### src/rtl/uart_rxq_pkg.sv
package uart_rxq_pkg;

  localparam int TAG_W = 3;
  localparam int ENTRY_W = 8 + TAG_W;

  typedef struct packed {
    logic [TAG_W-1:0] tag;
    logic [7:0]       data;
  } rxq_entry_t;

  // upper flow-control threshold: trigger plus band, clamped to depth
  function automatic logic [7:0] fc_high(input logic [7:0] trig,
                                         input logic [7:0] band,
                                         input logic [7:0] depth);
    logic [8:0] sum;
    sum = {1'b0, trig} + {1'b0, band};
    return (sum > {1'b0, depth}) ? depth : sum[7:0];
  endfunction

  // lower flow-control threshold: trigger minus band, clamped to 0..depth
  function automatic logic [7:0] fc_low(input logic [7:0] trig,
                                        input logic [7:0] band,
                                        input logic [7:0] depth);
    logic [7:0] diff;
    diff = (trig > band) ? (trig - band) : 8'd0;
    return (diff > depth) ? depth : diff;
  endfunction

  // interrupt level: trigger clamped to 1..depth
  function automatic logic [7:0] irq_level(input logic [7:0] trig,
                                           input logic [7:0] depth);
    if (trig == 8'd0) return 8'd1;
    return (trig > depth) ? depth : trig;
  endfunction

endpackage

### src/rtl/rxq_store.sv
module rxq_store #(
  parameter int DEPTH = 64,
  parameter int DW = 11,
  localparam int AW = $clog2(DEPTH),
  localparam int CW = AW + 1
) (
  input  logic          clk,
  input  logic          rst_n,
  input  logic          flush,
  input  logic          cap_one,
  input  logic          wr_req,
  input  logic [DW-1:0] wr_word,
  input  logic          rd_req,
  output logic [DW-1:0] head_word,
  output logic [CW-1:0] level,
  output logic          wr_drop,
  output logic          rd_pop
);

  logic [DW-1:0] mem [DEPTH];
  logic [AW-1:0] wp_q, rp_q;
  logic [CW-1:0] cnt_q;
  logic [CW-1:0] cap;
  logic          wr_fire;

  function automatic logic [AW-1:0] bump(input logic [AW-1:0] p);
    return (p == AW'(DEPTH - 1)) ? '0 : p + 1'b1;
  endfunction

  assign cap     = cap_one ? CW'(1) : CW'(DEPTH);
  assign wr_fire = wr_req && !flush && (cnt_q < cap);
  assign wr_drop = wr_req && !flush && (cnt_q >= cap);
  assign rd_pop  = rd_req && !flush && (cnt_q != '0);

  always_ff @(posedge clk) begin
    if (wr_fire) mem[wp_q] <= wr_word;
  end

  always_ff @(posedge clk or negedge rst_n) begin
    if (!rst_n) begin
      wp_q  <= '0;
      rp_q  <= '0;
      cnt_q <= '0;
    end else if (flush) begin
      wp_q  <= '0;
      rp_q  <= '0;
      cnt_q <= '0;
    end else begin
      if (wr_fire) wp_q <= bump(wp_q);
      if (rd_pop)  rp_q <= bump(rp_q);
      cnt_q <= cnt_q + CW'(wr_fire) - CW'(rd_pop);
    end
  end

  assign head_word = mem[rp_q];
  assign level     = cnt_q;

  a_r5_level_bounded: assert property (@(posedge clk) disable iff (!rst_n)
    cnt_q <= CW'(DEPTH));

  a_r10_flush_empties: assert property (@(posedge clk) disable iff (!rst_n)
    flush |=> (level == '0));

  a_r2_pop_one: assert property (@(posedge clk) disable iff (!rst_n)
    (rd_pop && !wr_fire) |=> (level == $past(level) - 1'b1));

  a_r5_drop_keeps_level: assert property (@(posedge clk) disable iff (!rst_n)
    (wr_drop && !rd_pop) |=> (level == $past(level)));

endmodule

### src/rtl/rxq_status.sv
module rxq_status
  import uart_rxq_pkg::*;
#(
  parameter int DEPTH = 64,
  localparam int CW = $clog2(DEPTH) + 1
) (
  input  logic             clk,
  input  logic             rst_n,
  input  logic             fifo_mode,
  input  logic             wr_drop,
  input  logic             lsr_rd,
  input  logic [CW-1:0]    level,
  input  logic [TAG_W-1:0] head_tag,
  input  logic [CW-1:0]    trig,
  output logic [4:0]       lsr,
  output logic             irq
);

  localparam logic [7:0] DEP8 = 8'(DEPTH);

  logic       ovr_q;
  logic       data_rdy;
  logic [7:0] lvl8, thr8;

  assign lvl8     = 8'(level);
  assign thr8     = irq_level(8'(trig), DEP8);
  assign data_rdy = (level != '0);

  always_ff @(posedge clk or negedge rst_n) begin
    if (!rst_n)       ovr_q <= 1'b0;
    else if (wr_drop) ovr_q <= 1'b1;
    else if (lsr_rd)  ovr_q <= 1'b0;
  end

  assign lsr = {data_rdy ? head_tag : {TAG_W{1'b0}}, ovr_q, data_rdy};
  assign irq = fifo_mode ? (lvl8 >= thr8) : data_rdy;

  a_r5_drop_flags: assert property (@(posedge clk) disable iff (!rst_n)
    wr_drop |=> lsr[1]);

  a_r5_ovr_sticky: assert property (@(posedge clk) disable iff (!rst_n)
    (lsr[1] && !lsr_rd) |=> lsr[1]);

  a_r6_irq_needs_data: assert property (@(posedge clk) disable iff (!rst_n)
    irq |-> (level != '0));

  a_r3_tags_clear_empty: assert property (@(posedge clk) disable iff (!rst_n)
    (level == '0) |-> (lsr[4:2] == '0));

endmodule

### src/rtl/rxq_flow.sv
module rxq_flow
  import uart_rxq_pkg::*;
#(
  parameter int DEPTH = 64,
  localparam int CW = $clog2(DEPTH) + 1
) (
  input  logic          clk,
  input  logic          rst_n,
  input  logic          fc_on,
  input  logic [CW-1:0] level,
  input  logic [CW-1:0] trig,
  input  logic [CW-1:0] band,
  output logic          rts_n
);

  localparam logic [7:0] DEP8 = 8'(DEPTH);

  logic       go_q, go_d;
  logic [7:0] lvl8, hi8, lo8;
  logic       above_hi, below_lo;

  assign lvl8     = 8'(level);
  assign hi8      = fc_high(8'(trig), 8'(band), DEP8);
  assign lo8      = fc_low(8'(trig), 8'(band), DEP8);
  assign above_hi = lvl8 > hi8;
  assign below_lo = lvl8 < lo8;

  always_comb begin
    if (!fc_on)        go_d = 1'b1;
    else if (above_hi) go_d = 1'b0;
    else if (below_lo) go_d = 1'b1;
    else               go_d = go_q;
  end

  always_ff @(posedge clk or negedge rst_n) begin
    if (!rst_n) go_q <= 1'b1;
    else        go_q <= go_d;
  end

  assign rts_n = ~go_q;

  a_r7_stop_above: assert property (@(posedge clk) disable iff (!rst_n)
    (fc_on && above_hi) |=> rts_n);

  a_r8_resume_below: assert property (@(posedge clk) disable iff (!rst_n)
    (fc_on && below_lo) |=> !rts_n);

  a_r8_hold_band: assert property (@(posedge clk) disable iff (!rst_n)
    (fc_on && !above_hi && !below_lo) |=> $stable(rts_n));

  a_r9_off_asserts: assert property (@(posedge clk) disable iff (!rst_n)
    !fc_on |=> !rts_n);

endmodule

### src/rtl/uart_rxq.sv
module uart_rxq
  import uart_rxq_pkg::*;
#(
  parameter int DEPTH = 64,
  localparam int CW = $clog2(DEPTH) + 1
) (
  input  logic          clk,
  input  logic          rst_n,
  input  logic          char_valid,
  input  logic [7:0]    char_data,
  input  logic [2:0]    char_err,
  input  logic          fifo_en,
  input  logic          fifo_reset,
  input  logic          rd_en,
  output logic [7:0]    rd_data,
  input  logic          lsr_rd,
  output logic [4:0]    lsr,
  input  logic [CW-1:0] trig_lvl,
  input  logic [CW-1:0] hyst,
  input  logic          auto_fc_en,
  input  logic          mcr_fc_sel,
  output logic          rx_irq,
  output logic          rts_n
);

  logic          en_q;
  logic          flush;
  logic          fc_on;
  rxq_entry_t    in_word, head;
  logic [CW-1:0] level;
  logic          wr_drop, rd_pop;

  always_ff @(posedge clk or negedge rst_n) begin
    if (!rst_n) en_q <= 1'b0;
    else        en_q <= fifo_en;
  end

  assign flush   = fifo_reset || (fifo_en != en_q);
  assign fc_on   = auto_fc_en && mcr_fc_sel;
  assign in_word = '{tag: char_err, data: char_data};

  rxq_store #(.DEPTH(DEPTH), .DW(ENTRY_W)) u_store (
    .clk      (clk),
    .rst_n    (rst_n),
    .flush    (flush),
    .cap_one  (!fifo_en),
    .wr_req   (char_valid),
    .wr_word  (in_word),
    .rd_req   (rd_en),
    .head_word(head),
    .level    (level),
    .wr_drop  (wr_drop),
    .rd_pop   (rd_pop)
  );

  rxq_status #(.DEPTH(DEPTH)) u_status (
    .clk      (clk),
    .rst_n    (rst_n),
    .fifo_mode(fifo_en),
    .wr_drop  (wr_drop),
    .lsr_rd   (lsr_rd),
    .level    (level),
    .head_tag (head.tag),
    .trig     (trig_lvl),
    .lsr      (lsr),
    .irq      (rx_irq)
  );

  rxq_flow #(.DEPTH(DEPTH)) u_flow (
    .clk  (clk),
    .rst_n(rst_n),
    .fc_on(fc_on),
    .level(level),
    .trig (trig_lvl),
    .band (hyst),
    .rts_n(rts_n)
  );

  assign rd_data = head.data;

  a_r4_single_slot: assert property (@(posedge clk) disable iff (!rst_n)
    (!fifo_en && !en_q) |-> (level <= CW'(1)));

  a_r4_irq_when_held: assert property (@(posedge clk) disable iff (!rst_n)
    (!fifo_en && lsr[0]) |-> rx_irq);

  a_r2_empty_read_inert: assert property (@(posedge clk) disable iff (!rst_n)
    (rd_en && !lsr[0] && !char_valid && !flush) |=> !lsr[0]);

endmodule

### config.mk
export PLATFORM = sky130hd
export DESIGN_NAME = uart_rxq
export DESIGN_NICKNAME = d
export VERILOG_FILES = /design/src/rtl/uart_rxq_pkg.sv /design/src/rtl/rxq_store.sv /design/src/rtl/rxq_status.sv /design/src/rtl/rxq_flow.sv /design/src/rtl/uart_rxq.sv
export SDC_FILE = /design/constraint.sdc
export NUM_CORES = 1
export LEC_CHECK = 0
export BUFFER_PORTS_ARGS = -buffer_cell sky130_fd_sc_hd__buf_4
export CELL_PAD_IN_SITES_DETAIL_PLACEMENT = 2
export CELL_PAD_IN_SITES_GLOBAL_PLACEMENT = 2
export CORE_AREA = 2 2 241 243
export CTS_BUF_LIST = sky130_fd_sc_hd__clkbuf_8 sky130_fd_sc_hd__clkbuf_16
export DETAILED_ROUTE_END_ITERATION = 16
export DIE_AREA = 0 0 243 245
export PLACE_DENSITY_LB_ADDON = 0.1
export SLEW_MARGIN = 20
export SYNTH_ARGS = -nofsm -noshare
export SYNTH_HDL_FRONTEND = slang
export SYNTH_HIERARCHICAL = 1
export SYNTH_SLANG_ARGS = --single-unit
### constraint.sdc
create_clock -name clk -period 7.2 [get_ports clk]
set_input_delay 0 -clock clk [delete_from_list [all_inputs] [get_ports clk]]
set_output_delay 0 -clock clk [all_outputs]
set_load 0.005 [all_outputs]
==> impl_metrics.csv, run 1 <==
group,metric,value,unit
status,status,"complete, but fails checks",
status,violations,"negative hold slack",
worst_setup_path,startpoint_type,"register",
cells_and_area,fillers,4671,
sta,max_slew_margin,13.4,%
sta,tightest_slew,1.29,ns
clocking,path_clk_slew,0.07,ns
clocking,cts_tree,"built",
sta,hold_viol_final,1,
worst_setup_path,path_delay_family,"simple AND/OR/NAND/NOR gates",
worst_setup_path,worstPathCellList,"xnor2_1, nand2b_1, inv_1, and4_1, inv_1, nor2_1, nand3b_1, nor2_1",
sta,hold_slack,-0.00188,ns
clocking,clock_latency,0.66,ns
global_route,grt.overflow.total,0,
worst_setup_path,crit_required,7.43,ns
placed_design,dp_hpwl,55500,um
synthesis,ys_types,69,
power_and_ir_drop,p_leak,10.5,nW
synthesis,syn_nets,1669,
worst_setup_path,critPathMaxStageDelay,1.29,ns
clocking,post_cts_buffers,0,
route,drt-wirelength-per-cell,40.8,um
sta,slew_violations,0,
clocking,clock_sinks,726,
worst_setup_path,cp_max_fo,16,
route,drt_iter0_drc,1875,
worst_setup_path,critical_path_class,"register to register",
power_and_ir_drop,ir_drop,0.270,mV
sta,layout_setup_ws,2.03,ns
global_route,grt_max_degree,72,
synthesis,avgSynthCellArea,18.9,um2
floorplan,initial_core_util,52.5,%
cells_and_area,nNetsFinal,1729,
worst_setup_path,endpoint_kind,"register",
route,vias_per_cell,6.87,
floorplan,rows,88,
placed_design,portBuffers,48,
floorplan,fp.dieArea,59500,um2
clocking,cts_buffer_depth,3,
worst_setup_path,crit_buf_inv,2,
sta,rsz0062_at_grt,"false",
sta,finalCritPeriodShare,71.9,%
synthesis,synth_area_leaders,"edfxtp_1 (71%), mux4_2 (12%), mux2i_1 (2.1%)",
floorplan,ioPinCount,49,
route,antenna_left,0,
placed_design,gp_congestion,0.832,
worst_setup_path,cp_slowest_cell,"nor2_1",
floorplan,die_h,245,um
synthesis,synth_top_area_share,70.5,%
placed_design,post-place-ws,2.45,ns
route,vias,17000,
sta,min_period,5.17,ns
worst_setup_path,worstPathArrival,5.40,ns
synthesis,async_reset_ff_share,3.03,%
clocking,h-tree-depth,3,
route,drtPass1Iterations,5,
sta,tns,0,ns
synthesis,syn_area,30000,um2
sta,max_freq,193,MHz
route,drc,0,
global_route,grt_antenna_before_repair,3,
synthesis,synth_seq_cells,726,
synthesis,seq_area_frac_synth,72.4,%
sta,clock_skew,0.0612,ns
min_path,hp-class,"primary input to register",
floorplan,fp.dieW,243,um
power_and_ir_drop,p_per_area,280,nW/um2
synthesis,yosysTopAreaCell,"edfxtp_1",
global_route,track_usage,34.8,%
floorplan,coreArea,57000,um2
flow_run,cap_viol_max_count,0,
global_route,grt_pass1_wl,144000,um
cells_and_area,design_area,33600,um2
global_route,grt_pass1_vias,18000,
synthesis,ys.flop_type,"edfxtp_1",
placed_design,dpl_cell_area,30900,um2
synthesis,synthCells,1582,
route,wl,101000,um
sta,setup_viol,0,
cells_and_area,drive_gt1_share,22.4,%
cells_and_area,area_delta_synth_final,12.1,%
clocking,cts_made_buffers,75,
clocking,root_buffer,"clkbuf_16",
synthesis,yosys_warnings,6,
synthesis,synth-edff-count,704,
==> cells by family (layout without fill, tap and decap cells) <==
group / Yosys count / count (layout) / synth area share (%)
compound gates: 187 / 187 / 4.38
xor+xnor: 17 / 17 / 0.497
fa+ha+maj: 53 / 53 / 2.29
buf+inv: 119 / 240 / 1.87
flops: 726 / 726 / 72.4
mux: 228 / 228 / 14.5
other cells: 0 / 2 / 0
simple gates: 252 / 252 / 4.07
==> sequential cells by signal, indices dropped and copies added, names as in the netlist <==
| name | cells |
|---|---|
| u_store/rp_q | 6 |
| en_q | 1 |
| u_store/level | 7 |
| u_store/mem | 704 |
| u_status/ovr_q | 1 |
| u_flow/go_q | 1 |
| u_store/wp_q | 6 |
==> area by class of cell <==
class,count,area [um2],area share [%]
Antenna cell,2,5.00,0.0149
Clock buffer,80,1970,5.86
Clock inverter,58,509,1.52
Inverter,37,139,0.413
Multi-Input combinational cell,737,7800,23.2
Sequential cell,726,21700,64.6
Tap cell,765,957,2.85
Timing Repair Buffer,65,523,1.56
==> power breakdown <==
group          internal (mW)  leakage, nW  total (mW)  switching, mW
combinational          0.251         2.65       0.685          0.434
clock                   2.27         1.27        4.06           1.78
sequential              4.65         6.62        4.68         0.0314
==> per-layer routing <==
metal	track usage (%)	part of all wire, %	wire length, um	vias to the layer above
li1	-	-	-	6573
met1	46.8	39	39300	9253
met2	57.9	50	50400	948
met3	6.16	7.0	7080	197
met4	12.4	4.0	4030	2
met5	0	0.014	14	-
==> cell usage after synthesis, drive strengths merged (2+ instances only) <==
| cell | n |
|---|---|
| ha | 50 |
| nor2 | 97 |
| a221oi | 12 |
| nor3 | 8 |
| o211ai | 2 |
| nor2b | 19 |
| nor4 | 2 |
| nand4b | 2 |
| or3 | 3 |
| o21bai | 6 |
| o311ai | 2 |
| xnor2 | 13 |
| or2 | 3 |
| buf | 52 |
| o21ai | 25 |
| a21oi | 36 |
| a211o | 7 |
| clkbuf | 30 |
| a211oi | 7 |
| dfrtp | 21 |
| edfxtp | 704 |
| a2111oi | 5 |
| a31oi | 3 |
| mux4 | 165 |
| o31ai | 2 |
| o41ai | 5 |
| a21o | 7 |
| nand3 | 14 |
| nand2 | 59 |
| xor2 | 4 |
| fa | 3 |
| nand2b | 6 |
| and2 | 8 |
| o21a | 3 |
| inv | 36 |
| nand4 | 5 |
| mux2i | 63 |
| a22oi | 45 |
| and4 | 2 |
| o22ai | 12 |
| nand3b | 21 |
==> cells in the final DEF, fill, tap and decap left out, types with 5 or more instances in the layout <==
| master | Yosys | final |
|---|---|---|
| dfrtp_1 | 21 | 18 |
| a21o_1 | 7 | 7 |
| a211oi_1 | 7 | 7 |
| clkbuf_16 | 0 | 77 |
| o21bai_1 | 5 | 5 |
| nand3b_1 | 21 | 21 |
| clkinv_2 | 0 | 10 |
| nand2_1 | 58 | 58 |
| ha_1 | 50 | 50 |
| nor2_2 | 1 | 34 |
| nor2_1 | 96 | 62 |
| nor2b_1 | 19 | 19 |
| dlygate4sd3_1 | 0 | 6 |
| o21ai_0 | 16 | 16 |
| a221oi_1 | 12 | 12 |
| a21oi_1 | 36 | 36 |
| and2_1 | 8 | 8 |
| clkinv_1 | 1 | 13 |
| buf_4 | 10 | 56 |
| mux2i_1 | 63 | 63 |
| nor3_1 | 7 | 7 |
| o22ai_1 | 12 | 12 |
| inv_1 | 36 | 55 |
| bufinv_16 | 0 | 8 |
| o21ai_1 | 9 | 9 |
| a211o_1 | 7 | 7 |
| nand3_1 | 14 | 14 |
| edfxtp_1 | 704 | 704 |
| nand2b_1 | 6 | 6 |
| nand4_1 | 5 | 5 |
| xnor2_1 | 13 | 13 |
| a22oi_1 | 45 | 45 |
| mux4_2 | 165 | 165 |
==> worst reg2reg max path, cell delays in order, from the launching register on <==
cell and delay (ns):
dfrtp_1 0.37, xnor2_1 0.20, nand2b_1 0.44, inv_1 0.35, and4_1 0.59, inv_1 0.21, nor2_1 0.35, nand3b_1 0.99
nor2_1 1.30
==> worst paths after layout <==
path	start	to	slack, ns	cells past startpoint
setup / recovery	en_q	u_store/mem[44][6]	2.03	8
hold / removal	char_data[1]	u_store/mem[16][1]	-0.002	1
setup reg to reg	en_q	u_store/mem[44][6]	2.03	8
hold reg to reg	u_store/wp_q[1]	u_store/wp_q[1]	0.75	2
max in group asynchronous	rst_n	u_store/rp_q[1]	6.55	4
min in group asynchronous	rst_n	u_store/wp_q[3]	0.47	4
==> repair_timing <==
item / CTS / global route
endpoints found under the hold margin: 25 / 0
hold buffers: 7 / 0
gates resized for setup: 0 / 0
==> metrics by stage <==
step,util (%),hold WS (ns),instances,total power [mW]
floorplan,-,-0.296,1582,5.12
global placement,54.2,-0.0759,2322,5.37
detailed placement,54.2,-0.0670,2322,5.41
CTS,58.7,0.0202,2467,9.46
global route,58.9,0.0146,2468,9.64
finish,58.9,-0.00188,2470,9.42
Note: power is estimated with default switching activity, not from simulation.
==> inputs of run 2 (changes only) <==
Settings changed: CORE_AREA 2 2 241 243 to 2 2 264 266, DIE_AREA 0 0 243 245 to 0 0 266 268.
Clock period 7.2 ns to 4.3 ns, I/O delays scaled along.
==> run 2 against run 1 <==
  * The run still ends with negative hold slack left
  * Sequential share of layout area shrank 1.8 points
  * Worst setup slack lost 1.6 ns
  * Non-clock buffer count grew 89
  * Cell area grew 2.8%
  * Clock power grew 71%
  * Hold slack lost 0.022 ns
  * Die area grew 20%
  * Via count shrank 6.0%
  * Utilization shrank 8.3 points
  * Register-to-register slack lost 1.5 ns
  * Critical endpoint is now lsr[3]
==> impl_metrics.csv, run 2 (same netlist as run 1, synthesis figures left out) <==
group,metric,value,unit
status,status,"complete, but fails checks",
status,violations,"negative hold slack",
worst_setup_path,reg2reg_depth,17,
clocking,cts_made_buffers,79,
route,wl,84900,um
route,drtPass1Iterations,5,
sta,tns,0,ns
sta,hold_slack,-0.0236,ns
global_route,grt_max_degree,65,
placed_design,gp_congestion,0.790,
placed_design,dpl_cell_area,31800,um2
floorplan,fp.dieArea,71300,um2
worst_setup_path,startpoint_type,"register",
floorplan,ioPinCount,49,
worst_setup_path,r2r-end,"u_store/level[6]",
power_and_ir_drop,p_per_area,458,nW/um2
min_path,worstHoldPathCells,1,
sta,min_period,3.85,ns
power_and_ir_drop,p_leak,11.1,nW
route,drt_iter0_drc,1139,
cells_and_area,design_area,34500,um2
global_route,grt.overflow.total,0,
global_route,grt_pass1_wl,125000,um
clocking,h-tree-depth,3,
clocking,path_clk_slew,0.06,ns
cells_and_area,final_common_cell,"edfxtp_1",
clocking,cts_buffer_depth,3,
cells_and_area,top_register,"u_store/mem",
sta,max_freq,260,MHz
clocking,clock_sinks,726,
placed_design,dp_hpwl,50700,um
sta,slew_violations,0,
worst_setup_path,cp_max_fo,29,
flow_run,cap_viol_max_count,0,
floorplan,die_h,268,um
route,drc,0,
floorplan,fp.dieW,266,um
global_route,grt_antenna_before_repair,1,
cells_and_area,largest_register_ffs,704,
cells_and_area,fillers,6009,
cells_and_area,largestRegisters,"u_store/mem: 704 flops, u_store/level: 7 flops",
worst_setup_path,endpoint_kind,"primary output",
route,vias_per_cell,5.95,
floorplan,coreArea,68200,um2
power_and_ir_drop,ir_drop,0.401,mV
cells_and_area,nNetsFinal,1822,
cells_and_area,diodes,0,
min_path,whs_endpoint,"u_store/mem[44][7]",
cells_and_area,layout_common_cells,"edfxtp_1 (704), mux4_2 (165), buf_4 (133)",
sta,finalCritPeriodShare,89.5,%
clocking,cts_resized,0,
sta,hold_viol_final,22,
clocking,root_buffer,"clkbuf_16",
floorplan,rows,96,
placed_design,portBuffers,48,
clocking,clock_latency,0.64,ns
worst_setup_path,r2r_setup_slack,0.56,ns
clocking,cts.hold.buffers_added,16,
cells_and_area,area_delta_synth_final,15.3,%
sta,tightest_slew,0.926,ns
global_route,grt_pass1_vias,17500,
worst_setup_path,worstPathArrival,3.85,ns
worst_setup_path,reg2reg_from,"u_store/level[3]",
global_route,track_usage,24.4,%
route,drt-wirelength-per-cell,31.6,um
clocking,cts_tree,"built",
sta,max_slew_margin,37.5,%
sta,rsz0062_at_grt,"false",
route,vias,16000,
cells_and_area,drive_gt1_share,24.0,%
worst_setup_path,critical_path_class,"register to primary output",
route,antenna_left,0,
placed_design,dp_cells,2520,
sta,clock_skew,0.0291,ns
clocking,post_cts_buffers,0,
cells_and_area,layoutNonFillerInstCount,2681,
min_path,worstHoldStart,"char_data[7]",
worst_setup_path,crit_required,4.30,ns
sta,setup_viol,0,
min_path,hp-class,"primary input to register",
floorplan,initial_core_util,43.9,%
-- run 2: changes by cell type in the layout (fill, tap and decap cells not counted), moves of 2 or more --
| cell | change |
|---|---|
| nor2_1 | +34 |
| inv_1 | -6 |
| clkbuf_8 | -3 |
| buf_12 | +5 |
| buf_6 | -2 |
| dlygate4sd3_1 | +9 |
| clkinv_2 | +2 |
| nor2_2 | -33 |
| clkbuf_16 | +6 |
| diode_2 | -2 |
| buf_4 | +77 |
| bufinv_16 | +2 |
| clkinv_1 | +9 |
-- run 2: routing by layer --
metal  track usage, %  part of all wire, %  vias to the layer above
met5                0               0.0082                        -
met4             6.60                  1.9                        2
met3             4.00                  5.0                       92
met2             41.5                   51                      445
met1             32.8                   42                     8666
li1                 -                    -                     6753
-- run 2: how the worst max path moves through the flow --
stage                             endpoint             start  slack [ns]  cells past startpoint
after global placement    u_store/level[6]  u_store/level[3]        0.73                     17
after floorplan           u_store/level[6]  u_store/level[4]        1.11                     16
after detailed placement  u_store/level[6]  u_store/level[4]        0.60                     17
after CTS                           lsr[3]   u_store/rp_q[0]        0.32                      8
final                               lsr[3]   u_store/rp_q[0]        0.45                      8
after global routing                lsr[4]   u_store/rp_q[0]        0.21                      8
-- run 2: final cells by class --
| cell class | count | area (um2) | share of cell area, % |
|---|---|---|---|
| Tap cell | 882 | 1100 | 3.19 |
| Multi-Input combinational cell | 737 | 7710 | 22.3 |
| Sequential cell | 726 | 21700 | 62.8 |
| Inverter | 37 | 139 | 0.402 |
| Timing Repair Buffer | 154 | 1270 | 3.67 |
| Clock inverter | 62 | 548 | 1.59 |
| Clock buffer | 83 | 2080 | 6.01 |
-- run 2: per-stage QoR --
step	power, mW	utilization (%)	worst slack [ns]	hold WS [ns]
after CTS	16.0	50.6	0.316	0.00173
after global placement	9.01	46.5	0.733	-0.0805
after global routing	16.3	50.6	0.212	0.0120
after floorplan	8.57	-	1.11	-0.296
final	15.8	50.6	0.450	-0.0236
after detailed placement	9.05	46.5	0.597	-0.0664
-- run 2: power by group --
group | internal (mW) | switching [mW]
Clock | 4.09 | 2.85
Sequential | 7.78 | 0.0460
Combinational | 0.429 | 0.642
-- run 2: critical path: stages (launching register included) --
cell and delay [ns]:
dfrtp_4 0.85, buf_4 0.54, mux4_2 0.60, a22oi_1 0.33, nand2_1 0.19, a21oi_1 0.24
o21ai_1 0.08, and2_1 0.20, buf_4 0.16
==> inputs of run 3 (changes only) <==
Settings changed: CORE_AREA 2 2 264 266 to 5 5 267 269, DIE_AREA 0 0 266 268 to 0 0 272 274.
==> run 3 against run 2 <==
  * The run now ends clean
  * First-iteration DRC count grew 25%
  * Cell area shrank 0.36%
  * Flip-flop and latch count is the same
  * Hold slack gained 0.034 ns
  * Worst setup slack lost 0.12 ns
  * Combinational power is essentially flat
==> impl_metrics.csv, run 3 (same netlist as run 1, synthesis figures left out) <==
group,metric,value,unit
cells_and_area,fillers,6024,
floorplan,initial_core_util,43.8,%
route,drt-wirelength-per-cell,32.2,um
route,vias,16000,
power_and_ir_drop,p_int,12.0,mW
sta,hold_slack,0.0101,ns
placed_design,portBuffers,48,
sta,finalCritPeriodShare,92.2,%
sta,tightest_slew,1.08,ns
sta,max_freq,252,MHz
placed_design,dp_hpwl,52900,um
clocking,cts_buffer_depth,3,
clocking,clock_sinks,726,
clocking,h-tree-depth,3,
power_and_ir_drop,power.net_switching,3.48,mW
global_route,grt.overflow.total,0,
route,drc,0,
placed_design,dp_cells,2528,
sta,max_slew_margin,28.1,%
sta,slew_violations,0,
cells_and_area,layoutNonFillerInstCount,2685,
global_route,grt_max_degree,65,
route,vias_per_cell,5.97,
power_and_ir_drop,switching_share,22.4,%
cells_and_area,largestRegisters,"u_store/mem: 704 flops, u_store/level: 7 flops",
power_and_ir_drop,seq_power_share,50.6,%
floorplan,rows,96,
worst_setup_path,cp_max_fo,42,
cells_and_area,top_register,"u_store/mem",
sta,hold_viol_final,0,
placed_design,post-place-ws,0.618,ns
worst_setup_path,startpoint_type,"register",
cells_and_area,area_delta_synth_final,14.9,%
clocking,cts_made_buffers,79,
sta,min_period,3.96,ns
global_route,track_usage,23.2,%
power_and_ir_drop,combPwrFrac,6.9,%
route,drt_iter0_drc,1429,
cells_and_area,final_common_cell,"edfxtp_1",
status,status,"complete, no violations",
placed_design,dpl_cell_area,31800,um2
floorplan,die_h,274,um
route,drtPass1Iterations,5,
floorplan,coreArea,68300,um2
route,wl,86400,um
power_and_ir_drop,p_clk_share,42.6,%
cells_and_area,design_area,34400,um2
cells_and_area,layout_common_cells,"edfxtp_1 (704), mux4_2 (165), buf_4 (142)",
sta,layout_setup_ws,0.335,ns
power_and_ir_drop,p_leak,11.1,nW
power_and_ir_drop,power.total,15.5,mW
worst_setup_path,endpoint_kind,"primary output",
cells_and_area,register_area,21700,um2
sta,setup_viol,0,
clocking,clock_latency,0.62,ns
worst_setup_path,critical_path_class,"register to primary output",
sta,rsz0062_at_grt,"false",
clocking,cts_tree,"built",
flow_run,cap_viol_max_count,0,
placed_design,gp_congestion,0.780,
global_route,grt_pass1_vias,17600,
sta,clock_skew,0.0279,ns
route,antenna_left,0,
cells_and_area,nNetsFinal,1826,
worst_setup_path,crit_required,4.30,ns
worst_setup_path,r2r_setup_slack,0.58,ns
power_and_ir_drop,p_per_area,450,nW/um2
global_route,grt_pass1_wl,126000,um
cells_and_area,drive_gt1_share,23.9,%
floorplan,fp.dieArea,74500,um2
global_route,grt_antenna_before_repair,2,
cells_and_area,multi_input_area,7710,um2
floorplan,fp.dieW,272,um
clocking,root_buffer,"clkbuf_16",
clocking,post_cts_buffers,0,
power_and_ir_drop,ir_drop,0.436,mV
worst_setup_path,worstPathArrival,3.96,ns
sta,tns,0,ns
min_path,hp-class,"primary input to register",
cells_and_area,largest_register_ffs,704,
clocking,path_clk_slew,0.06,ns
cells_and_area,final_util,50.4,%
floorplan,ioPinCount,49,
run 3: what timing repair did:
item	in CTS	in global routing
gates resized for setup	0	0
hold endpoints to repair	49	4
hold buffers	11	1
run 3: power groups by stage:
stage | Sequential [mW] | Combinational, mW | Clock [mW]
after floorplan | 7.95 | 0.614 | 0
after global placement | 7.98 | 1.02 | 0
after detailed placement | 7.99 | 1.06 | 0
after CTS | 7.84 | 1.08 | 6.74
after global routing | 7.83 | 1.16 | 7.11
final | 7.83 | 1.07 | 6.59
run 3: final cells by class:
| class | count | area share [%] |
|---|---|---|
| flip-flops and latches | 726 | 63.0 |
| multi-input cells | 737 | 22.4 |
| clock buffers | 82 | 5.96 |
| repair buffers | 158 | 3.71 |
| well taps | 882 | 3.21 |
| clock inverters | 62 | 1.27 |
| inverters | 37 | 0.403 |
| diodes | 1 | 0.00727 |
run 3: path summary, 6_finish.rpt:
check                           depth (start not counted)           endpoint              from
worst max register to register                         17   u_store/level[6]  u_store/level[3]
worst min-delay path                                    1  u_store/mem[5][8]       char_err[0]
min in group asynchronous                               4               en_q             rst_n
worst min register to register                          2    u_store/wp_q[0]   u_store/wp_q[0]
worst max-delay path                                    7         rd_data[0]   u_store/rp_q[0]
max in group asynchronous                               4    u_store/rp_q[2]             rst_n
run 3: per-layer routing:
layer	up-vias	global-route usage [%]	share of wire [%]
met5	-	0	0.010
met4	2	5.93	2.6
met3	130	4.15	5.4
met2	480	39.9	51
met1	8667	31.1	41
li1	6743	-	-
run 3: worst max-delay path, stage by stage, from the launching register on:
cell and delay (ns):
dfrtp_4 0.97, nor2b_1 0.44, a22oi_1 0.29, nand2_1 0.16, a221oi_1 0.35, a21oi_1 0.08
o41ai_1 0.78, buf_4 0.24
